<file path="src/rtl/ss_pkg.sv">
package ss_pkg;
    typedef enum logic [1:0] {
        RGN_DUMMY  = 2'd0,
        RGN_ACTIVE = 2'd1,
        RGN_BLACK  = 2'd2,
        RGN_BLANK  = 2'd3
    } region_e;
endpackage

</file>
<file path="src/rtl/ss_region_dec.sv">
// Maps a position to a region code using three ascending boundaries.
module ss_region_dec #(
    parameter int W = 10
) (
    input  logic [W-1:0]    pos,
    input  logic [W-1:0]    b_dummy_end,
    input  logic [W-1:0]    b_active_end,
    input  logic [W-1:0]    b_black_end,
    output ss_pkg::region_e code
);
    always_comb begin
        if (pos < b_dummy_end)       code = ss_pkg::RGN_DUMMY;
        else if (pos < b_active_end) code = ss_pkg::RGN_ACTIVE;
        else if (pos < b_black_end)  code = ss_pkg::RGN_BLACK;
        else                         code = ss_pkg::RGN_BLANK;
    end
endmodule

</file>
<file path="src/rtl/ss_pix_counter.sv">
// Data clock phase and pixel position within a line.
module ss_pix_counter #(
    parameter  int LINE_PIX = 780,
    localparam int PIX_W    = $clog2(LINE_PIX)
) (
    input  logic             clk,
    input  logic             rst_n,
    input  logic             adv,
    input  logic             restart,
    input  logic             hold_end,
    output logic             phase,
    output logic [PIX_W-1:0] pix,
    output logic             line_end
);
    localparam logic [PIX_W-1:0] PIX_LAST = PIX_W'(LINE_PIX - 1);

    typedef struct packed {
        logic             phase;
        logic [PIX_W-1:0] pix;
    } pc_st_t;

    pc_st_t st_d, st_q;

    always_comb begin
        st_d     = st_q;
        line_end = 1'b0;
        if (restart) begin
            st_d.phase = 1'b0;
            st_d.pix   = '0;
        end else if (adv) begin
            if (!st_q.phase) begin
                st_d.phase = 1'b1;
            end else begin
                st_d.phase = 1'b0;
                if (st_q.pix == PIX_LAST) begin
                    if (!hold_end) begin
                        st_d.pix = '0;
                        line_end = 1'b1;
                    end
                end else begin
                    st_d.pix = st_q.pix + 1'b1;
                end
            end
        end
    end

    always_ff @(posedge clk or negedge rst_n) begin
        if (!rst_n) st_q <= '0;
        else        st_q <= st_d;
    end

    assign phase = st_q.phase;
    assign pix   = st_q.pix;

    // running data clock flips every master clock
    a_r2_dclk_toggles: assert property (@(posedge clk) disable iff (!rst_n)
        adv && !restart |=> phase != $past(phase));

    // halted readout keeps position and phase
    a_r12_halt_holds: assert property (@(posedge clk) disable iff (!rst_n)
        !adv && !restart |=> $stable(pix) && $stable(phase));

    // line end returns the pixel counter to the first pixel
    a_r3_line_wrap: assert property (@(posedge clk) disable iff (!rst_n)
        line_end |=> pix == '0 && !phase);
endmodule

</file>
<file path="src/rtl/ss_line_counter.sv">
// Line position within the frame; wraps in internal sync, saturates in external.
module ss_line_counter #(
    parameter int LINE_W = 10
) (
    input  logic              clk,
    input  logic              rst_n,
    input  logic              inc,
    input  logic              clear,
    input  logic              sat,
    input  logic [LINE_W-1:0] last,
    output logic [LINE_W-1:0] line
);
    typedef struct packed {
        logic [LINE_W-1:0] line;
    } lc_st_t;

    lc_st_t st_d, st_q;

    always_comb begin
        st_d = st_q;
        if (clear) begin
            st_d.line = '0;
        end else if (inc) begin
            if (st_q.line >= last) begin
                if (!sat) st_d.line = '0;
            end else begin
                st_d.line = st_q.line + 1'b1;
            end
        end
    end

    always_ff @(posedge clk or negedge rst_n) begin
        if (!rst_n) st_q <= '0;
        else        st_q <= st_d;
    end

    assign line = st_q.line;

    // a clear always lands on line 0
    a_r10_clear_zero: assert property (@(posedge clk) disable iff (!rst_n)
        clear |=> line == '0);

    // saturating mode never leaves the last line by incrementing
    a_r9_saturate: assert property (@(posedge clk) disable iff (!rst_n)
        sat && inc && !clear && line == last |=> line == $past(last));
endmodule

</file>
<file path="src/rtl/sensor_sync_gen.sv">
module sensor_sync_gen #(
    parameter  int PIX_DUMMY     = 2,
    parameter  int PIX_ACTIVE    = 660,
    parameter  int PIX_BLACK     = 30,
    parameter  int PIX_BLANK     = 88,
    parameter  int LN_DUMMY      = 2,
    parameter  int LN_ACTIVE_NRM = 492,
    parameter  int LN_BLANK_NRM  = 31,
    parameter  int LN_ACTIVE_MON = 244,
    parameter  int LN_BLANK_MON  = 17,
    parameter  int HD_CLKS       = 40,
    localparam int LINE_PIX      = PIX_DUMMY + PIX_ACTIVE + PIX_BLACK + PIX_BLANK,
    localparam int NRM_LINES     = LN_DUMMY + LN_ACTIVE_NRM + LN_BLANK_NRM,
    localparam int MON_LINES     = LN_DUMMY + LN_ACTIVE_MON + LN_BLANK_MON,
    localparam int MAX_LINES     = (NRM_LINES > MON_LINES) ? NRM_LINES : MON_LINES,
    localparam int PIX_W         = $clog2(LINE_PIX),
    localparam int LINE_W        = $clog2(MAX_LINES)
) (
    input  logic              clk,
    input  logic              rst_n,
    input  logic              ext_mode,
    input  logic              mon_mode,
    input  logic              read_en,
    input  logic              line_start_in,
    input  logic              frame_start_in,
    output logic              dclk,
    output logic              hd_n,
    output logic              vd_n,
    output logic [PIX_W-1:0]  pix_cnt,
    output logic [LINE_W-1:0] line_cnt,
    output logic [1:0]        pix_region,
    output logic [1:0]        line_region
);
    localparam logic [LINE_W-1:0] NRM_LAST    = LINE_W'(NRM_LINES - 1);
    localparam logic [LINE_W-1:0] MON_LAST    = LINE_W'(MON_LINES - 1);
    localparam logic [LINE_W-1:0] LN_DUM_END  = LINE_W'(LN_DUMMY);
    localparam logic [LINE_W-1:0] NRM_EFF_END = LINE_W'(LN_DUMMY + LN_ACTIVE_NRM);
    localparam logic [LINE_W-1:0] MON_EFF_END = LINE_W'(LN_DUMMY + LN_ACTIVE_MON);
    localparam logic [PIX_W-1:0]  PX_DUM_END  = PIX_W'(PIX_DUMMY);
    localparam logic [PIX_W-1:0]  PX_EFF_END  = PIX_W'(PIX_DUMMY + PIX_ACTIVE);
    localparam logic [PIX_W-1:0]  PX_BLK_END  = PIX_W'(PIX_DUMMY + PIX_ACTIVE + PIX_BLACK);
    localparam logic [PIX_W:0]    HD_POS_END  = (PIX_W+1)'(HD_CLKS);

    // Previous samples of the external sync inputs, for edge detection
    typedef struct packed {
        logic ls;
        logic fs;
    } sync_st_t;

    sync_st_t sy_d, sy_q;

    logic              ls_edge, fs_edge, go_ext;
    logic              pc_restart, pc_line_end, pc_phase;
    logic [PIX_W-1:0]  pc_pix;
    logic              lc_inc, lc_clear;
    logic [LINE_W-1:0] lc_line, frame_last, eff_end;
    logic [PIX_W:0]    line_pos;
    ss_pkg::region_e   px_code, ln_code;

    always_comb begin
        sy_d.ls    = line_start_in;
        sy_d.fs    = frame_start_in;
        ls_edge    = line_start_in & ~sy_q.ls;
        fs_edge    = frame_start_in & ~sy_q.fs;
        go_ext     = ext_mode & read_en;
        pc_restart = go_ext & (ls_edge | fs_edge);
        lc_clear   = go_ext & fs_edge;
        lc_inc     = ext_mode ? (go_ext & ls_edge & ~fs_edge) : pc_line_end;
        frame_last = mon_mode ? MON_LAST : NRM_LAST;
        eff_end    = mon_mode ? MON_EFF_END : NRM_EFF_END;
    end

    always_ff @(posedge clk or negedge rst_n) begin
        if (!rst_n) sy_q <= '0;
        else        sy_q <= sy_d;
    end

    ss_pix_counter #(
        .LINE_PIX (LINE_PIX)
    ) u_pix (
        .clk      (clk),
        .rst_n    (rst_n),
        .adv      (read_en),
        .restart  (pc_restart),
        .hold_end (ext_mode),
        .phase    (pc_phase),
        .pix      (pc_pix),
        .line_end (pc_line_end)
    );

    ss_line_counter #(
        .LINE_W (LINE_W)
    ) u_line (
        .clk   (clk),
        .rst_n (rst_n),
        .inc   (lc_inc),
        .clear (lc_clear),
        .sat   (ext_mode),
        .last  (frame_last),
        .line  (lc_line)
    );

    ss_region_dec #(
        .W (PIX_W)
    ) u_px_dec (
        .pos          (pc_pix),
        .b_dummy_end  (PX_DUM_END),
        .b_active_end (PX_EFF_END),
        .b_black_end  (PX_BLK_END),
        .code         (px_code)
    );

    // Frame has no black band: black boundary equals active boundary
    ss_region_dec #(
        .W (LINE_W)
    ) u_ln_dec (
        .pos          (lc_line),
        .b_dummy_end  (LN_DUM_END),
        .b_active_end (eff_end),
        .b_black_end  (eff_end),
        .code         (ln_code)
    );

    assign line_pos    = {pc_pix, pc_phase};
    assign dclk        = pc_phase;
    assign pix_cnt     = pc_pix;
    assign line_cnt    = lc_line;
    assign pix_region  = px_code;
    assign line_region = ln_code;
    assign hd_n        = ext_mode | (line_pos >= HD_POS_END);
    assign vd_n        = ext_mode | (lc_line != '0);

    // frame pulse starts only at the top of a frame
    a_r7_vd_at_top: assert property (@(posedge clk) disable iff (!rst_n)
        !ext_mode && $past(!ext_mode) && $fell(vd_n) |-> line_cnt == '0 && pix_cnt == '0);

    // line pulse starts only at the first master clock of a line
    a_r7_hd_at_start: assert property (@(posedge clk) disable iff (!rst_n)
        !ext_mode && $past(!ext_mode) && $fell(hd_n) |-> pix_cnt == '0 && !dclk);

    // external line-start edge realigns the line
    a_r9_line_pulse: assert property (@(posedge clk) disable iff (!rst_n)
        ext_mode && read_en && line_start_in && !sy_q.ls |=> pix_cnt == '0 && !dclk);

    // external frame-start edge returns to the first line
    a_r10_frame_pulse: assert property (@(posedge clk) disable iff (!rst_n)
        ext_mode && read_en && frame_start_in && !sy_q.fs |=> line_cnt == '0 && pix_cnt == '0);
endmodule

</file>
<file path="config.mk">
export PLATFORM = sky130hd
export DESIGN_NAME = sensor_sync_gen
export DESIGN_NICKNAME = d
export VERILOG_FILES = /design/src/rtl/ss_pkg.sv /design/src/rtl/ss_region_dec.sv /design/src/rtl/ss_pix_counter.sv /design/src/rtl/ss_line_counter.sv /design/src/rtl/sensor_sync_gen.sv
export SDC_FILE = /design/constraint.sdc
export NUM_CORES = 1
export LEC_CHECK = 0
export BUFFER_PORTS_ARGS = -buffer_cell sky130_fd_sc_hd__buf_2
export CORE_MARGIN = 2
export CORE_UTILIZATION = 45
export CTS_BUF_LIST = sky130_fd_sc_hd__clkbuf_4 sky130_fd_sc_hd__clkbuf_8
export DETAILED_ROUTE_END_ITERATION = 7
export PLACE_DENSITY = 0.64
export REMOVE_ABC_BUFFERS = 1
export SYNTH_ARGS = -nofsm -noshare
export SYNTH_HDL_FRONTEND = slang
export SYNTH_SLANG_ARGS = --single-unit
</file>
<file path="constraint.sdc">
create_clock -name clk -period 2.62 [get_ports clk]
set_clock_uncertainty 0.1 [all_clocks]
set_input_delay 0.131 -clock clk [delete_from_list [all_inputs] [get_ports clk]]
set_output_delay 0.131 -clock clk [all_outputs]
set_load 0.01 [all_outputs]
</file>
==> flow_metrics.tcl, run 1 <==
set metrics [dict create \
    status "finished clean" \
    setup_slack_ns 0.398 \
    p_seq_share_pct 41.3 \
    netSwitchingFraction_pct 42.0 \
    endpoint_kind "register" \
    reg2reg_slack_ns 0.40 \
    synth_area_sq_um 1630 \
    grt_use_met3_pct 2.99 \
    worstRegToRegCells 7 \
    synthArstFlopShare_pct 100 \
    start_util_pct 47.7 \
    nNetsFinal 237 \
    hold_viol 0 \
    drt_pre_antenna_iters 4 \
    crit_fanout 5 \
    grt_usage_pct 20.2 \
    yosysWarningCount 0 \
    grt_util_met2_pct 34.5 \
    reg2reg_to "u_line.line[1]$_DFFE_PN0P_" \
    hp-start "ext_mode" \
    synth_top_cell_by_area "dfrtp_1" \
    grt-ovfl-total 0 \
    p_clk_share_pct 12.7 \
    yosys-top-cells-count "23 x a21oi_1, 23 x dfrtp_1, 17 x nand2_1" \
    synth-edff-count 0 \
    hold_path_class "input pin to register" \
    final_max_slew_viol_count 0 \
    tightest_slew_ns 0.534 \
    p_switching_w 0.000584 \
    antenna_cells 0 \
    startpoint_type "register" \
    p_int_w 0.000807 \
    max-cap-violations 0 \
    ys.flop_type "dfrtp_1" \
    dp_slack_ns 0.417 \
    endpoint "u_line.line[1]$_DFFE_PN0P_" \
    routedWlPerCell_um 14.3 \
    cts_tree "done" \
    portBuffers 33 \
    rsz0062_at_grt "false" \
    viasPerCell 5.67 \
    cts.sinks 23 \
    drtIter0Drc 122 \
    ys_seq_area_share_pct 35.3 \
    fillers 322 \
    dp_hpwl_um 2740 \
    grt_pass1_wl_um 6600 \
    antenna_found_initial 0 \
    drt_wl_total_um 3800 \
    grt_pass1_vias 1378 \
    clk_pin_slew_ns 0.12 \
    power.leakage_nw 0.864 \
    fmax_mhz 450 \
    power_frac_comb_pct 46.0 \
    synth_cell_types 43 \
    cts.path.max_buffers 2 \
    cp_slowest_cell "dfrtp_1" \
    worstSetupPathType "register to register" \
    core_area_sq_um 3420 \
    clock-root-buffer "clkbuf_4" \
    crit_path_cell_trace "inv_1 -> ha_1 -> nand2b_1 -> a21o_1 -> a31oi_1 -> a311o_1 -> mux2_4" \
    grt_use_met1_pct 25.8 \
    synth_area_leaders "dfrtp_1 35%, a21oi_1 7.1%, ha_1 6.9%, o2bb2ai_1 4.8%, nand2_1 3.9%" \
    power_density_nw_per_um2 737 \
    cts_inserted_buffers 3 \
    remaining_drc_errors 0 \
    ys_ff_latch 23 \
    clock_latency_ns 0.31 \
    htree_levels 1 \
    rows 21 \
    cp.required_ns 2.73 \
    layout-drive-gt1-share_pct 20.5 \
    slew_headroom_pct 64.4 \
    grt_max_degree 24 \
    fin_crit_ns 2.22 \
    post_cts_buffers 0 \
    gp_congestion 0.799 \
    netlist.area_leader.share_pct 35.3 \
    pin_count 34 \
    syn_inst 187 \
    top_usage_layer "met2" \
    rr_startpoint "u_line.line[1]$_DFFE_PN0P_" \
    vias 1509 \
    multi_input_area_sq_um 973 \
    avgSynthCellArea_sq_um 8.72 \
    startpoint "u_line.line[1]$_DFFE_PN0P_" \
    die_h_um 64.2 \
    drtAntennaViolNets 0 \
    finalCritPeriodShare_pct 84.8 \
    fp.dieW_um 64.2 \
    syn_to_final_growth_pct 15.7 \
    cp.arrival_ns 2.34 \
    setup_viol 0 \
    cts_resized 0 \
    peakVddDrop_mv 0.336 \
    max_stage_delay_ns 0.43 \
    worstHoldPathCells 3 \
    setup_tns_ns 0 \
    die_area_sq_um 4120 \
    regArea_sq_um 576 \
]
==> cells by family after synthesis <==
logic type | after synthesis | share of synthesized area (%)
simple gates | 76 | 26.2
compound gates | 56 | 22.3
flops | 23 | 35.3
buf+inv | 17 | 4.99
fa+ha+maj | 9 | 6.91
mux | 5 | 3.76
xor+xnor | 1 | 0.537
==> registers in the layout, indices dropped and copies added, names as in the netlist <==
register     count
u_pix.phase      1
u_line.line     10
sy_q             2
u_pix.pix       10
==> layout by cell type (no fill, tap or decap), drive strengths merged, types with 2 or more instances in the layout <==
cell	netlist	routed
a41oi	2	2
buf	5	36
nor2b	5	5
nor3	3	3
a21o	2	2
mux2i	2	2
nand3	9	9
or3	2	2
nand2	17	17
and3	6	6
and2	7	7
o2bb2ai	9	9
dfrtp	23	23
nor3b	2	2
inv	6	6
dlygate4sd3	0	4
clkbuf	6	4
a21oi	23	23
o21ai	5	5
o21a	4	4
nor2	13	13
ha	9	9
a31oi	5	5
nor4	3	3
nor4b	2	2
nand4b	2	2
nand2b	2	2
mux2	3	3
==> power by group through the flow <==
stage	sequential, W	combinational (W)	clock [W]
after floorplan	0.000589	0.000401	0
after global placement	0.000572	0.000616	0
after detailed placement	0.000581	0.000639	0
after CTS	0.000574	0.000646	0.000185
after global routing	0.000597	0.000722	0.000205
final	0.000574	0.000640	0.000176
==> area by class of cell <==
cell class	count	area share (%)
Multi-Input combinational cell	147	51.6
Timing Repair Buffer	40	12.1
Tap cell	46	3.05
Inverter	6	1.19
Clock buffer	4	1.59
Sequential cell	23	30.5
==> metal layers <==
layer,routed length [um],vias up
li1,-,749
met4,51,0
met5,0,-
met2,1870,41
met3,172,5
met1,1710,714
==> timing repair <==
item | CTS | global route
hold endpoints to repair | 26 | 0
hold buffers | 4 | 0
endpoints found under the setup margin | 0 | 0
==> worst max-delay path: cells and delay by family, from the launching register on <==
family          cells  cell delay [ns]
simple gates        1             0.06
mux                 1             0.32
fa+ha+maj           1             0.30
compound gates      3             0.79
buf+inv             1             0.11
flops               1             0.43
==> worst min path at each step <==
stage | slack, ns | end
global route | 0.20 | u_pix.phase$_DFFE_PN0P_
floorplan | -0.26 | sy_q[0]$_DFF_PN0_
global placement | 0.04 | u_pix.pix[1]$_DFFE_PN0P_
CTS | 0.16 | u_pix.phase$_DFFE_PN0P_
finish | 0.18 | u_pix.phase$_DFFE_PN0P_
detailed placement | 0.04 | u_pix.pix[3]$_DFFE_PN0P_
==> metrics by stage <==
step                      cells  util (%)  hold WS (ns)  total power, W  instance area, sq um
after global routing        266      55.2         0.201         0.00152                  1890
after CTS                   266      55.2         0.158         0.00141                  1890
after floorplan             176         -        -0.265        0.000990                  1570
after detailed placement    258      53.2        0.0421         0.00122                  1820
final                       266      55.2         0.178         0.00139                  1890
after global placement      258      53.2        0.0383         0.00119                  1820
Power figures use the tool's default switching activity.
==> inputs of run 2 (changes only) <==
Clock period 2.62 ns to 2.2 ns, I/O delays scaled along.
==> run 2 against run 1 <==
Effect of this change: flip-flop and latch count unchanged; worst setup slack lost 0.26 ns; fmax grew 7.6%; core utilization is 3.0 points higher; power rose by 25%; clock power is 15% higher; die area stayed put; non-clock buffer count is 13 higher; final cell count increased by 4.9%; critical path type unchanged; critical endpoint is now u_line.line[5]$_DFFE_PN0P_; largest cell class unchanged; highest routed layer unchanged.
==> flow_metrics.tcl, run 2 (synthesis results as in run 1) <==
set metrics [dict create \
    status "finished clean" \
    rows 21 \
    max_stage_delay_ns 0.44 \
    max-cap-violations 0 \
    nNetsFinal 250 \
    instances_no_fill 279 \
    final_common_cell "buf_2" \
    dp_hpwl_um 3150 \
    crit_fanout 8 \
    cts_tree "done" \
    reg2reg_slack_ns 0.14 \
    remaining_drc_errors 0 \
    rr_startpoint "u_line.line[1]$_DFFE_PN0P_" \
    grt-ovfl-total 0 \
    grt_pass1_vias 1589 \
    die_area_sq_um 4120 \
    fin_crit_ns 2.06 \
    post_cts_buffers 0 \
    cts_inserted_buffers 3 \
    place_area_sq_um 1910 \
    gp_congestion 0.870 \
    stdcell_area_sq_um 1990 \
    antenna_found_initial 0 \
    drt_wl_total_um 4210 \
    setup_slack_ns 0.135 \
    tightest_slew_ns 0.542 \
    rsz0062_at_grt "false" \
    hp-start "ext_mode" \
    fmax_mhz 484 \
    crit_path_cell_trace "inv_1 -> ha_1 -> nand2b_1 -> a21o_1 -> a31oi_2 -> a311o_1 -> buf_4 -> o2bb2ai_1" \
    final_max_slew_viol_count 0 \
    hold_path_class "input pin to register" \
    fp.dieW_um 64.2 \
    clock-root-buffer "clkbuf_4" \
    layout-drive-gt1-share_pct 25.3 \
    grt_usage_pct 22.3 \
    peakVddDrop_mv 0.424 \
    slew_headroom_pct 63.8 \
    grt_max_degree 24 \
    syn_to_final_growth_pct 21.9 \
    viasPerCell 5.76 \
    dp_slack_ns 0.126 \
    portBuffers 33 \
    htree_levels 1 \
    drt_pre_antenna_iters 4 \
    cts.sinks 23 \
    hold_viol 0 \
    core_area_sq_um 3420 \
    drtIter0Drc 75 \
    die_h_um 64.2 \
    fin_util_pct 58.2 \
    setup_viol 0 \
    place_inst 271 \
    power_density_nw_per_um2 873 \
    grt_pass1_wl_um 7330 \
    clk_pin_slew_ns 0.14 \
    whs_ns 0.182 \
    finalCritPeriodShare_pct 93.9 \
    clock_latency_ns 0.32 \
    startpoint_type "register" \
    startpoint "u_line.line[1]$_DFFE_PN0P_" \
    cp.required_ns 2.30 \
    endpoint_kind "register" \
    cp.arrival_ns 2.17 \
    pin_count 34 \
    routedWlPerCell_um 15.1 \
    cp_slowest_cell "a311o_1" \
    final_cell_mix "33 x buf_2, 23 x a21oi_1, 23 x dfrtp_1" \
    worstSetupPathType "register to register" \
    power.leakage_nw 0.928 \
    drtAntennaViolNets 0 \
    antenna_cells 0 \
    vias 1608 \
    cts.path.max_buffers 2 \
    start_util_pct 47.7 \
]
==> run 2: area by class of cell <==
type | count | area, sq um
fillers | 338 | 1430
inverters | 6 | 22.5
repair buffers | 53 | 325
clock buffers | 3 | 22.5
clock inverters | 1 | 5.00
well taps | 46 | 57.6
flip-flops and latches | 23 | 576
multi-input cells | 147 | 980
==> run 2: path summary, 6_finish.rpt <==
kind                                         endpoint  cells after the start
max in group asynchronous    u_pix.pix[5]$_DFFE_PN0P_                      2
max                        u_line.line[5]$_DFFE_PN0P_                      8
max reg2reg                u_line.line[5]$_DFFE_PN0P_                      8
min                           u_pix.phase$_DFFE_PN0P_                      3
min reg2reg                  u_pix.pix[8]$_DFFE_PN0P_                      2
min in group asynchronous    u_pix.pix[0]$_DFFE_PN0P_                      2
==> run 2: power breakdown <==
part,switching (W),internal (W)
clock network,0.000134,0.0000680
logic,0.000490,0.000422
registers,0.000108,0.000514
total,0.000732,0.00100
==> run 2: what timing repair did <==
action                                  CTS  global route
endpoints found under the setup margin    0            10
hold endpoints to repair                 26             0
gates resized for setup                   0             1
hold buffers                              4             0
==> run 2: critical path: cells and delay by family, from the launching register on <==
family / cells / cell delay [ns]
buffers and inverters: 2 / 0.31
DFF: 1 / 0.41
and+or+nand+nor: 1 / 0.08
adders and majority gates: 1 / 0.25
AOI/OAI and AO/OA: 4 / 0.80
==> run 2: per-layer routing <==
layer	up-vias	track usage, %	part of all wire (%)
met2	49	40.6	51
met5	-	0	0
met3	8	2.46	4.2
met1	775	27.2	43
li1	776	-	-
met4	0	7.45	1.4
==> run 2: metrics by stage <==
| stage | TNS (ns) | total power [W] |
|---|---|---|
| final | 0 | 0.00174 |
| after global routing | 0 | 0.00189 |
| after CTS | 0 | 0.00174 |
| after detailed placement | 0 | 0.00153 |
| after global placement | 0 | 0.00149 |
| after floorplan | -0.0547 | 0.00118 |
